===== src/rtl/intsrc_pkg.sv =====
package intsrc_pkg;

    localparam logic [7:0] PRIO_MASKED = 8'hFF;
    localparam logic [7:0] RSP_OK      = 8'h00;
    localparam logic [7:0] RSP_BAD     = 8'hFD;

    typedef enum logic [1:0] {
        OP_ROUTE   = 2'd0,
        OP_QUERY   = 2'd1,
        OP_MUTE    = 2'd2,
        OP_UNMUTE  = 2'd3
    } cfg_op_e;

    typedef struct packed {
        logic [7:0] prio;
        logic [7:0] saved;
        logic       asserted;
        logic       sent;
        logic       rejected;
        logic       mpend;
        logic       req;
    } slot_t;

    // level delivery rule: unmasked, asserted and not yet sent
    function automatic slot_t level_try(slot_t s);
        slot_t r;
        r = s;
        if ((s.prio != PRIO_MASKED) && s.asserted && !s.sent) begin
            r.sent = 1'b1;
            r.req  = 1'b1;
        end
        return r;
    endfunction

endpackage


===== src/rtl/intsrc_slot.sv =====
module intsrc_slot
    import intsrc_pkg::*;
#(
    parameter int   SRV_W    = 2,
    parameter logic IS_LEVEL = 1'b0
) (
    input  logic             clk,
    input  logic             rst_n,
    input  logic             line_i,
    input  logic             grant_i,
    input  logic             reject_i,
    input  logic             eoi_i,
    input  logic             wr_i,
    input  logic [SRV_W-1:0] wr_srv_i,
    input  logic [7:0]       wr_prio_i,
    input  logic [7:0]       wr_saved_i,
    input  logic             scan_i,
    output slot_t            st_o,
    output logic [SRV_W-1:0] srv_o
);

    slot_t            st_d, st_q;
    logic [SRV_W-1:0] srv_d, srv_q;

    always_comb begin
        st_d  = st_q;
        srv_d = srv_q;

        if (grant_i) st_d.req = 1'b0;

        if (reject_i) begin
            st_d.rejected = 1'b1;
            st_d.sent     = 1'b0;
        end

        if (eoi_i && IS_LEVEL) st_d.sent = 1'b0;

        if (IS_LEVEL) begin
            st_d.asserted = line_i;
            if (line_i != st_q.asserted) st_d = level_try(st_d);
        end else if (line_i) begin
            if (st_d.prio == PRIO_MASKED) st_d.mpend = 1'b1;
            else                          st_d.req   = 1'b1;
        end

        if (wr_i) begin
            srv_d      = wr_srv_i;
            st_d.prio  = wr_prio_i;
            st_d.saved = wr_saved_i;
            if (wr_prio_i == PRIO_MASKED) begin
                if (st_d.req) begin
                    st_d.req = 1'b0;
                    if (IS_LEVEL) st_d.sent  = 1'b0;
                    else          st_d.mpend = 1'b1;
                end
            end else if (IS_LEVEL) begin
                st_d = level_try(st_d);
            end else if (st_d.mpend) begin
                st_d.mpend = 1'b0;
                st_d.req   = 1'b1;
            end
        end

        if (scan_i) begin
            if (IS_LEVEL) begin
                st_d = level_try(st_d);
            end else if (st_d.rejected) begin
                st_d.rejected = 1'b0;
                if (st_d.prio != PRIO_MASKED) st_d.req = 1'b1;
            end
        end
    end

    always_ff @(posedge clk) begin
        if (!rst_n) begin
            st_q  <= '{prio: PRIO_MASKED, saved: PRIO_MASKED, default: '0};
            srv_q <= '0;
        end else begin
            st_q  <= st_d;
            srv_q <= srv_d;
        end
    end

    assign st_o  = st_q;
    assign srv_o = srv_q;


    masked_no_req_chk: assert property (@(posedge clk) disable iff (!rst_n)
        st_q.req |-> (st_q.prio != PRIO_MASKED));


    msg_never_sent_chk: assert property (@(posedge clk) disable iff (!rst_n)
        !(IS_LEVEL == 1'b0 && st_q.sent));


    lvl_req_cond_chk: assert property (@(posedge clk) disable iff (!rst_n)
        (IS_LEVEL && $rose(st_q.req)) |-> (st_q.sent && st_q.asserted));

endmodule


===== src/rtl/intsrc_arb.sv =====
module intsrc_arb #(
    parameter int N     = 16,
    parameter int IDX_W = 4
) (
    input  logic             clk,
    input  logic             rst_n,
    input  logic [N-1:0]     req_i,
    input  logic             rdy_i,
    output logic             vld_o,
    output logic [IDX_W-1:0] idx_o,
    output logic [N-1:0]     grant_o
);

    typedef struct packed {
        logic             hold;
        logic [IDX_W-1:0] idx;
    } lock_t;

    lock_t            lk_d, lk_q;
    logic [IDX_W-1:0] pick;
    logic             any;

    always_comb begin
        pick = '0;
        for (int i = N - 1; i >= 0; i--) begin
            if (req_i[i]) pick = IDX_W'(i);
        end
        any = |req_i;
    end

    always_comb begin
        if (lk_q.hold) begin
            vld_o = req_i[lk_q.idx];
            idx_o = lk_q.idx;
        end else begin
            vld_o = any;
            idx_o = pick;
        end
        grant_o = '0;
        if (vld_o && rdy_i) grant_o[idx_o] = 1'b1;
        lk_d.hold = vld_o && !rdy_i;
        lk_d.idx  = idx_o;
    end

    always_ff @(posedge clk) begin
        if (!rst_n) lk_q <= '0;
        else        lk_q <= lk_d;
    end


    pres_hold_chk: assert property (@(posedge clk) disable iff (!rst_n)
        (vld_o && !rdy_i) |=> (!vld_o || $stable(idx_o)));


    grant_has_req_chk: assert property (@(posedge clk) disable iff (!rst_n)
        (grant_o & ~req_i) == '0);

endmodule


===== src/rtl/intsrc_cfg.sv =====
module intsrc_cfg
    import intsrc_pkg::*;
#(
    parameter int N        = 16,
    parameter int NUM_W    = 12,
    parameter int BASE     = 16,
    parameter int NUM_SRV  = 4,
    parameter int SRV_IN_W = 8,
    parameter int SRV_W    = 2,
    parameter int IDX_W    = 4
) (
    input  logic                clk,
    input  logic                rst_n,
    input  logic                cmd_vld_i,
    input  logic [1:0]          cmd_op_i,
    input  logic [NUM_W-1:0]    cmd_num_i,
    input  logic [SRV_IN_W-1:0] cmd_srv_i,
    input  logic [8:0]          cmd_prio_i,
    input  logic [SRV_W-1:0]    cur_srv_i,
    input  logic [7:0]          cur_prio_i,
    input  logic [7:0]          cur_saved_i,
    output logic [IDX_W-1:0]    idx_o,
    output logic                wr_o,
    output logic [SRV_W-1:0]    wr_srv_o,
    output logic [7:0]          wr_prio_o,
    output logic [7:0]          wr_saved_o,
    output logic                rsp_vld_o,
    output logic [7:0]          rsp_code_o,
    output logic [SRV_W-1:0]    rsp_srv_o,
    output logic [7:0]          rsp_prio_o
);

    localparam logic [SRV_IN_W:0] SRV_LIM = (SRV_IN_W + 1)'(NUM_SRV);

    typedef struct packed {
        logic             vld;
        logic [7:0]       code;
        logic [SRV_W-1:0] srv;
        logic [7:0]       prio;
    } rsp_t;

    rsp_t    rsp_d, rsp_q;
    cfg_op_e op;
    logic    hit, ok;

    always_comb begin
        op  = cfg_op_e'(cmd_op_i);
        hit = 1'b0;
        idx_o = '0;
        for (int i = 0; i < N; i++) begin
            if (cmd_num_i == NUM_W'(BASE + i)) begin
                hit   = 1'b1;
                idx_o = IDX_W'(i);
            end
        end
        ok = hit;
        if (op == OP_ROUTE) begin
            ok = hit && ({1'b0, cmd_srv_i} < SRV_LIM) && !cmd_prio_i[8];
        end

        wr_o       = 1'b0;
        wr_srv_o   = cur_srv_i;
        wr_prio_o  = cur_prio_i;
        wr_saved_o = cur_saved_i;
        unique case (op)
            OP_ROUTE: begin
                wr_o       = cmd_vld_i && ok;
                wr_srv_o   = SRV_W'(cmd_srv_i);
                wr_prio_o  = cmd_prio_i[7:0];
                wr_saved_o = cmd_prio_i[7:0];
            end
            OP_MUTE: begin
                wr_o       = cmd_vld_i && ok;
                wr_prio_o  = PRIO_MASKED;
                wr_saved_o = cur_prio_i;
            end
            OP_UNMUTE: begin
                wr_o       = cmd_vld_i && ok;
                wr_prio_o  = cur_saved_i;
                wr_saved_o = cur_saved_i;
            end
            default: wr_o = 1'b0;
        endcase

        rsp_d.vld  = cmd_vld_i;
        rsp_d.code = ok ? RSP_OK : RSP_BAD;
        rsp_d.srv  = (ok && op == OP_QUERY) ? cur_srv_i  : '0;
        rsp_d.prio = (ok && op == OP_QUERY) ? cur_prio_i : 8'h00;
    end

    always_ff @(posedge clk) begin
        if (!rst_n) rsp_q <= '0;
        else        rsp_q <= rsp_d;
    end

    assign rsp_vld_o  = rsp_q.vld;
    assign rsp_code_o = rsp_q.code;
    assign rsp_srv_o  = rsp_q.srv;
    assign rsp_prio_o = rsp_q.prio;


    rsp_code_chk: assert property (@(posedge clk) disable iff (!rst_n)
        rsp_vld_o |-> (rsp_code_o == RSP_OK || rsp_code_o == RSP_BAD));


    wr_means_ok_chk: assert property (@(posedge clk) disable iff (!rst_n)
        wr_o |=> (rsp_vld_o && rsp_code_o == RSP_OK));

endmodule


===== src/rtl/intsrc_bank.sv =====
module intsrc_bank
    import intsrc_pkg::*;
#(
    parameter int                 NUM_SRC    = 16,
    parameter int                 NUM_W      = 12,
    parameter int                 BASE       = 16,
    parameter int                 NUM_SRV    = 4,
    parameter int                 SRV_IN_W   = 8,
    parameter logic [NUM_SRC-1:0] LEVEL_MASK = '0,
    localparam int                IDX_W      = (NUM_SRC > 1) ? $clog2(NUM_SRC) : 1,
    localparam int                SRV_W      = (NUM_SRV > 1) ? $clog2(NUM_SRV) : 1
) (
    input  logic                clk,
    input  logic                rst_n,
    input  logic [NUM_SRC-1:0]  src_line_i,
    input  logic                reject_vld_i,
    input  logic [NUM_W-1:0]    reject_num_i,
    input  logic                eoi_vld_i,
    input  logic [NUM_W-1:0]    eoi_num_i,
    input  logic                resend_i,
    input  logic                cmd_vld_i,
    input  logic [1:0]          cmd_op_i,
    input  logic [NUM_W-1:0]    cmd_num_i,
    input  logic [SRV_IN_W-1:0] cmd_srv_i,
    input  logic [8:0]          cmd_prio_i,
    output logic                rsp_vld_o,
    output logic [7:0]          rsp_code_o,
    output logic [SRV_W-1:0]    rsp_srv_o,
    output logic [7:0]          rsp_prio_o,
    output logic                pres_vld_o,
    input  logic                pres_rdy_i,
    output logic [NUM_W-1:0]    pres_num_o,
    output logic [SRV_W-1:0]    pres_srv_o,
    output logic [7:0]          pres_prio_o
);

    typedef struct packed {
        logic             act;
        logic [IDX_W-1:0] idx;
    } walk_t;

    walk_t            walk_d, walk_q;
    slot_t            st   [NUM_SRC];
    logic [SRV_W-1:0] srv  [NUM_SRC];
    logic [NUM_SRC-1:0] req_vec, grant_vec, scan_hit, wr_hit;
    logic [NUM_SRC-1:0] rej_hit, eoi_hit;
    logic [IDX_W-1:0] arb_idx, cfg_idx;
    logic             stall;
    logic             cfg_wr;
    logic [SRV_W-1:0] wr_srv;
    logic [7:0]       wr_prio, wr_saved;

    // resend walk: one source per cycle, held while an offer waits
    always_comb begin
        stall    = pres_vld_o && !pres_rdy_i;
        walk_d   = walk_q;
        scan_hit = '0;
        if (resend_i) begin
            walk_d.act = 1'b1;
            walk_d.idx = '0;
        end else if (walk_q.act && !stall) begin
            scan_hit[walk_q.idx] = 1'b1;
            if (walk_q.idx == IDX_W'(NUM_SRC - 1)) walk_d.act = 1'b0;
            else                                    walk_d.idx = walk_q.idx + 1'b1;
        end
    end

    always_ff @(posedge clk) begin
        if (!rst_n) walk_q <= '0;
        else        walk_q <= walk_d;
    end

    always_comb begin
        wr_hit = '0;
        if (cfg_wr) wr_hit[cfg_idx] = 1'b1;
    end

    for (genvar g = 0; g < NUM_SRC; g++) begin : g_slot
        assign rej_hit[g] = reject_vld_i && (reject_num_i == NUM_W'(BASE + g));
        assign eoi_hit[g] = eoi_vld_i    && (eoi_num_i    == NUM_W'(BASE + g));
        assign req_vec[g] = st[g].req;

        intsrc_slot #(
            .SRV_W    (SRV_W),
            .IS_LEVEL (LEVEL_MASK[g])
        ) u_slot (
            .clk        (clk),
            .rst_n      (rst_n),
            .line_i     (src_line_i[g]),
            .grant_i    (grant_vec[g]),
            .reject_i   (rej_hit[g]),
            .eoi_i      (eoi_hit[g]),
            .wr_i       (wr_hit[g]),
            .wr_srv_i   (wr_srv),
            .wr_prio_i  (wr_prio),
            .wr_saved_i (wr_saved),
            .scan_i     (scan_hit[g]),
            .st_o       (st[g]),
            .srv_o      (srv[g])
        );
    end

    intsrc_arb #(
        .N     (NUM_SRC),
        .IDX_W (IDX_W)
    ) u_arb (
        .clk     (clk),
        .rst_n   (rst_n),
        .req_i   (req_vec),
        .rdy_i   (pres_rdy_i),
        .vld_o   (pres_vld_o),
        .idx_o   (arb_idx),
        .grant_o (grant_vec)
    );

    intsrc_cfg #(
        .N        (NUM_SRC),
        .NUM_W    (NUM_W),
        .BASE     (BASE),
        .NUM_SRV  (NUM_SRV),
        .SRV_IN_W (SRV_IN_W),
        .SRV_W    (SRV_W),
        .IDX_W    (IDX_W)
    ) u_cfg (
        .clk         (clk),
        .rst_n       (rst_n),
        .cmd_vld_i   (cmd_vld_i),
        .cmd_op_i    (cmd_op_i),
        .cmd_num_i   (cmd_num_i),
        .cmd_srv_i   (cmd_srv_i),
        .cmd_prio_i  (cmd_prio_i),
        .cur_srv_i   (srv[cfg_idx]),
        .cur_prio_i  (st[cfg_idx].prio),
        .cur_saved_i (st[cfg_idx].saved),
        .idx_o       (cfg_idx),
        .wr_o        (cfg_wr),
        .wr_srv_o    (wr_srv),
        .wr_prio_o   (wr_prio),
        .wr_saved_o  (wr_saved),
        .rsp_vld_o   (rsp_vld_o),
        .rsp_code_o  (rsp_code_o),
        .rsp_srv_o   (rsp_srv_o),
        .rsp_prio_o  (rsp_prio_o)
    );

    assign pres_num_o  = NUM_W'(BASE) + NUM_W'(arb_idx);
    assign pres_srv_o  = srv[arb_idx];
    assign pres_prio_o = st[arb_idx].prio;


    walk_hold_chk: assert property (@(posedge clk) disable iff (!rst_n)
        (walk_q.act && stall && !resend_i) |=> $stable(walk_q.idx));


    walk_start_chk: assert property (@(posedge clk) disable iff (!rst_n)
        resend_i |=> (walk_q.act && walk_q.idx == '0));


    offer_unmasked_chk: assert property (@(posedge clk) disable iff (!rst_n)
        pres_vld_o |-> (pres_prio_o != PRIO_MASKED));

endmodule


===== config.mk =====
export PLATFORM = sky130hd
export DESIGN_NAME = intsrc_bank
export DESIGN_NICKNAME = d
export VERILOG_FILES = /design/src/rtl/intsrc_pkg.sv /design/src/rtl/intsrc_slot.sv /design/src/rtl/intsrc_arb.sv /design/src/rtl/intsrc_cfg.sv /design/src/rtl/intsrc_bank.sv
export SDC_FILE = /design/constraint.sdc
export NUM_CORES = 1
export LEC_CHECK = 0
export BUFFER_PORTS_ARGS = -buffer_cell sky130_fd_sc_hd__buf_2
export CELL_PAD_IN_SITES_DETAIL_PLACEMENT = 0
export CELL_PAD_IN_SITES_GLOBAL_PLACEMENT = 1
export CORE_MARGIN = 4
export CORE_UTILIZATION = 47
export CTS_CLUSTER_SIZE = 28
export DETAILED_ROUTE_END_ITERATION = 8
export MAX_ROUTING_LAYER = met4
export PLACE_DENSITY_LB_ADDON = 0.2
export SLEW_MARGIN = 20
export SYNTH_ARGS = -nofsm -noshare
export SYNTH_HDL_FRONTEND = slang
export SYNTH_SLANG_ARGS = --single-unit

===== constraint.sdc =====
create_clock -name clk -period 3.9 [get_ports clk]
set_input_delay 0.39 -clock clk [delete_from_list [all_inputs] [get_ports clk]]
set_output_delay 0.39 -clock clk [all_outputs]
set_load 0.05 [all_outputs]

==> run metrics <==
reg-to-reg startpoint u_arb.lk_q[2]; Max-cap violations 0; Sink Count 358; Sw Pwr 1.97 mW; final setup TNS 0 ps; largest family of logic cells by synthesized area compound AO/OA/AOI/OAI gates; via count 17,400; met2 usage 50.5%; Slowest-stage cell, CP a311oi_1; Tcrit/Tclk final 98.2%; combinational power share 6.6%; Ys Warns 0; Placed Area 19,600 um2; drt first pass iters 8; core region area 38,600 um2; Clk Latency, worst-skew pair 570 ps; initial antenna violation count 1; adder-cell share of the synthesized area 0.274%; Clk network pwr share 47.6%; Worst VDD drop 0.456 mV; WL/cell 25.0 um; final std cells w/o fill 2,755; register area 7170 um2; Final Cell Area 21,000 um2; Worst R2R Path Depth 8; clock skew 18.3 ps; Bufs on Longest Clock Path 3; FMAX 261 MHz; Final Slew Violations 0; top cell type by total area after synthesis dfxtp_1; die width 205 um; Congestion Overflow GR 0; ys async rst share 0%; area fraction of the dominant cell type after synthesis 39.2%; Worst Path Buf+Inv 2; crit-path max cell delay 570 ps; CP startpoint kind register; hold depth 2; DRT iter0 DRCs 1,824; commonest non-fill, non-tap cell in the layout nand2_1; Final Setup Violations 0; Critical Path, Cell by Cell nor4_1 > o21ai_0 > a32oi_2 > buf_4 > a311oi_1 > a311oi_1 > a21oi_2 > buf_2; post-route ant nets 0; Flop pwr share 45.8%; Routed WL 69,000 um; syn avg cell area 8.49 um2; critical path's top delay family compound AO/OA/AOI/OAI gates; post-synthesis mux area share 11.8%; Initial Utilization 47.4%; CP Class reg -> out; antenna fix cells 0; final hold vios 0; Final Net Count 2,289; global routing's busiest layer met2; first-pass GRT wire length 103,000 um; # hold bufs at CTS 0; Synth Area in XOR/XNOR 0.0479%; Compound-Gate Fraction of Synth Area 23.8%; worst reg2reg path endpoint g_slot[8].u_slot.st_o[0]; Power Dens Cells 383 nW/um2; IO Pins 120; CTS tree built; Syn Std Cell Area 18,300 um2; min-delay src pres_rdy_i; Most used DFF post-synth dfxtp_1; pre-CTS setup slack 130 ps; top cells by area, synth dfxtp_1 (39%), o211ai_1 (11%), nand2_1 (9.0%), mux4_2 (6.4%), mux2i_1 (3.9%); H-tree levels 2; r2r setup slk 560 ps; # DRC 0; Clk pin slew, worst setup/hold paths 60 ps; most frequent cells in the layout nand2_1 (440), dfxtp_1 (358), o211ai_1 (265); # fillers 3,652; Sw Share 24.5%; worst min path class in -> reg; post-placement cell count 2,679; internal power 6.07 mW; Total Die Area 42,100 um2; final hold slack 77.3 ps; P_leak 9.23 nW; row count 72; Post-synth EDFFs 0; Yosys reg bits 358; clock root cell clkbuf_16; DP HPWL 47,900 um; crit path DAT 3440 ps; port buffer count 97; GRT Resource Usage Total 32.9%; required time worst endpoint 3510 ps; GR Layer Usage met1 43.3%; final worst slack 71.3 ps; multi-input logic area 10,200 um2; sequential fraction of the synthesis area 39.2%; Via-to-Cell Ratio 6.30; cell count after synthesis 2,154; worst-path fanout max 24; simple-gate area share of the yosys netlist 19.5%; gpl congestion 0.980; Slew HR 22.2%; Layout area overhead 14.8%; worst slew pin tran 1170 ps; Num CTS Buffers 41; Worst setup EP type primary output; Tmin final 3830 ps; run status complete, no violations; Hold EP u_arb.lk_q[4]; layout cells sized above 1 17.5%; post-synth cell types 78; met3 GRT Util 5.41%; Die Height 205 um; largest net degree at the start of global routing 193; most frequent cell on the critical path a311oi_1; number of global-route vias before repair 16,200
logic make-up (layout without fill, tap and decap cells):
family	after synthesis	after routing
fa+ha+maj	4	4
other cells	2	9
simple gates	800	800
xor+xnor	1	1
mux	148	148
compound gates	608	608
flops	358	358
buf+inv	233	309
stage by stage:
step	power [mW]	util [%]
final	8.04	54.5
after global routing	8.29	54.5
after CTS	8.08	54.4
after detailed placement	4.28	50.9
after global placement	4.28	50.9
after floorplan	4.09	-
worst max path at each step:
| stage | from | end | cells past startpoint |
|---|---|---|---|
| after floorplan | g_slot[8].u_slot.st_o[0] | pres_prio_o[1] | 7 |
| after global placement | cmd_num_i[7] | g_slot[2].u_slot.st_o[1] | 10 |
| after detailed placement | cmd_num_i[7] | g_slot[2].u_slot.st_o[1] | 10 |
| after CTS | g_slot[15].u_slot.st_o[0] | pres_prio_o[1] | 9 |
| after global routing | g_slot[15].u_slot.st_o[0] | pres_prio_o[3] | 9 |
| final | g_slot[12].u_slot.st_o[0] | pres_prio_o[2] | 8 |
sequential cells by signal, indices dropped and copies added (netlist names):
name and flops:
walk_q 5, g_slot.u_slot.st_o 304, u_cfg.rsp_prio_o 8, u_cfg.rsp_code_o 1, u_cfg.rsp_vld_o 1, g_slot.u_slot.srv_o 32
u_arb.lk_q 5, u_cfg.rsp_srv_o 2
routing by layer:
layer	wire length (um)	vias to the layer above	share of wire (%)
met5	0	-	0
met2	31100	764	45
met4	3550	0	5.1
li1	-	8069	-
met1	28900	8360	42
met3	5430	168	7.9
layout make-up:
cell class / count / share of cell area, %
timing repair buffer: 212 / 7.41
multi-input combinational: 1570 / 48.7
clock buffer: 61 / 5.83
sequential: 358 / 34.1
clock inverter: 12 / 0.453
tap: 518 / 3.09
inverter: 24 / 0.447
repair_timing:
| action | CTS | global route |
|---|---|---|
| setup buffers | 3 | 0 |
| resized for setup | 4 | 3 |
| gates cloned | 0 | 0 |
| hold endpoints to repair | 0 | 0 |
| setup endpoints to repair | 6 | 10 |
power groups by stage:
stage / Combinational [mW] / Clock, mW / Sequential (mW)
floorplan: 0.327 / 0 / 3.77
global placement: 0.517 / 0 / 3.76
detailed placement: 0.520 / 0 / 3.76
CTS: 0.521 / 3.88 / 3.68
global route: 0.561 / 4.04 / 3.68
finish: 0.529 / 3.83 / 3.68
cell usage after synthesis (all sizes together), types with 4 or more instances:
cell,count
a221oi,10
a2111oi,5
o22ai,11
nand2,440
o21bai,10
or2,8
a21oi,97
a211oi,29
nor3,38
o221ai,7
a31oi,11
nand2b,15
a221o,4
nor4,23
o21a,19
o2bb2ai,5
a21o,4
a2bb2oi,6
a311oi,23
o21ai,51
or4,8
o211ai,265
ha,4
nor2,120
nand3,41
buf,53
mux2,25
nor2b,16
and3,16
clkbuf,156
dfxtp,358
and2,17
a211o,4
inv,24
a22oi,8
mux4,52
mux2i,71
o31ai,12
or3,9
nand4,37
Power figures use the tool's default switching activity.
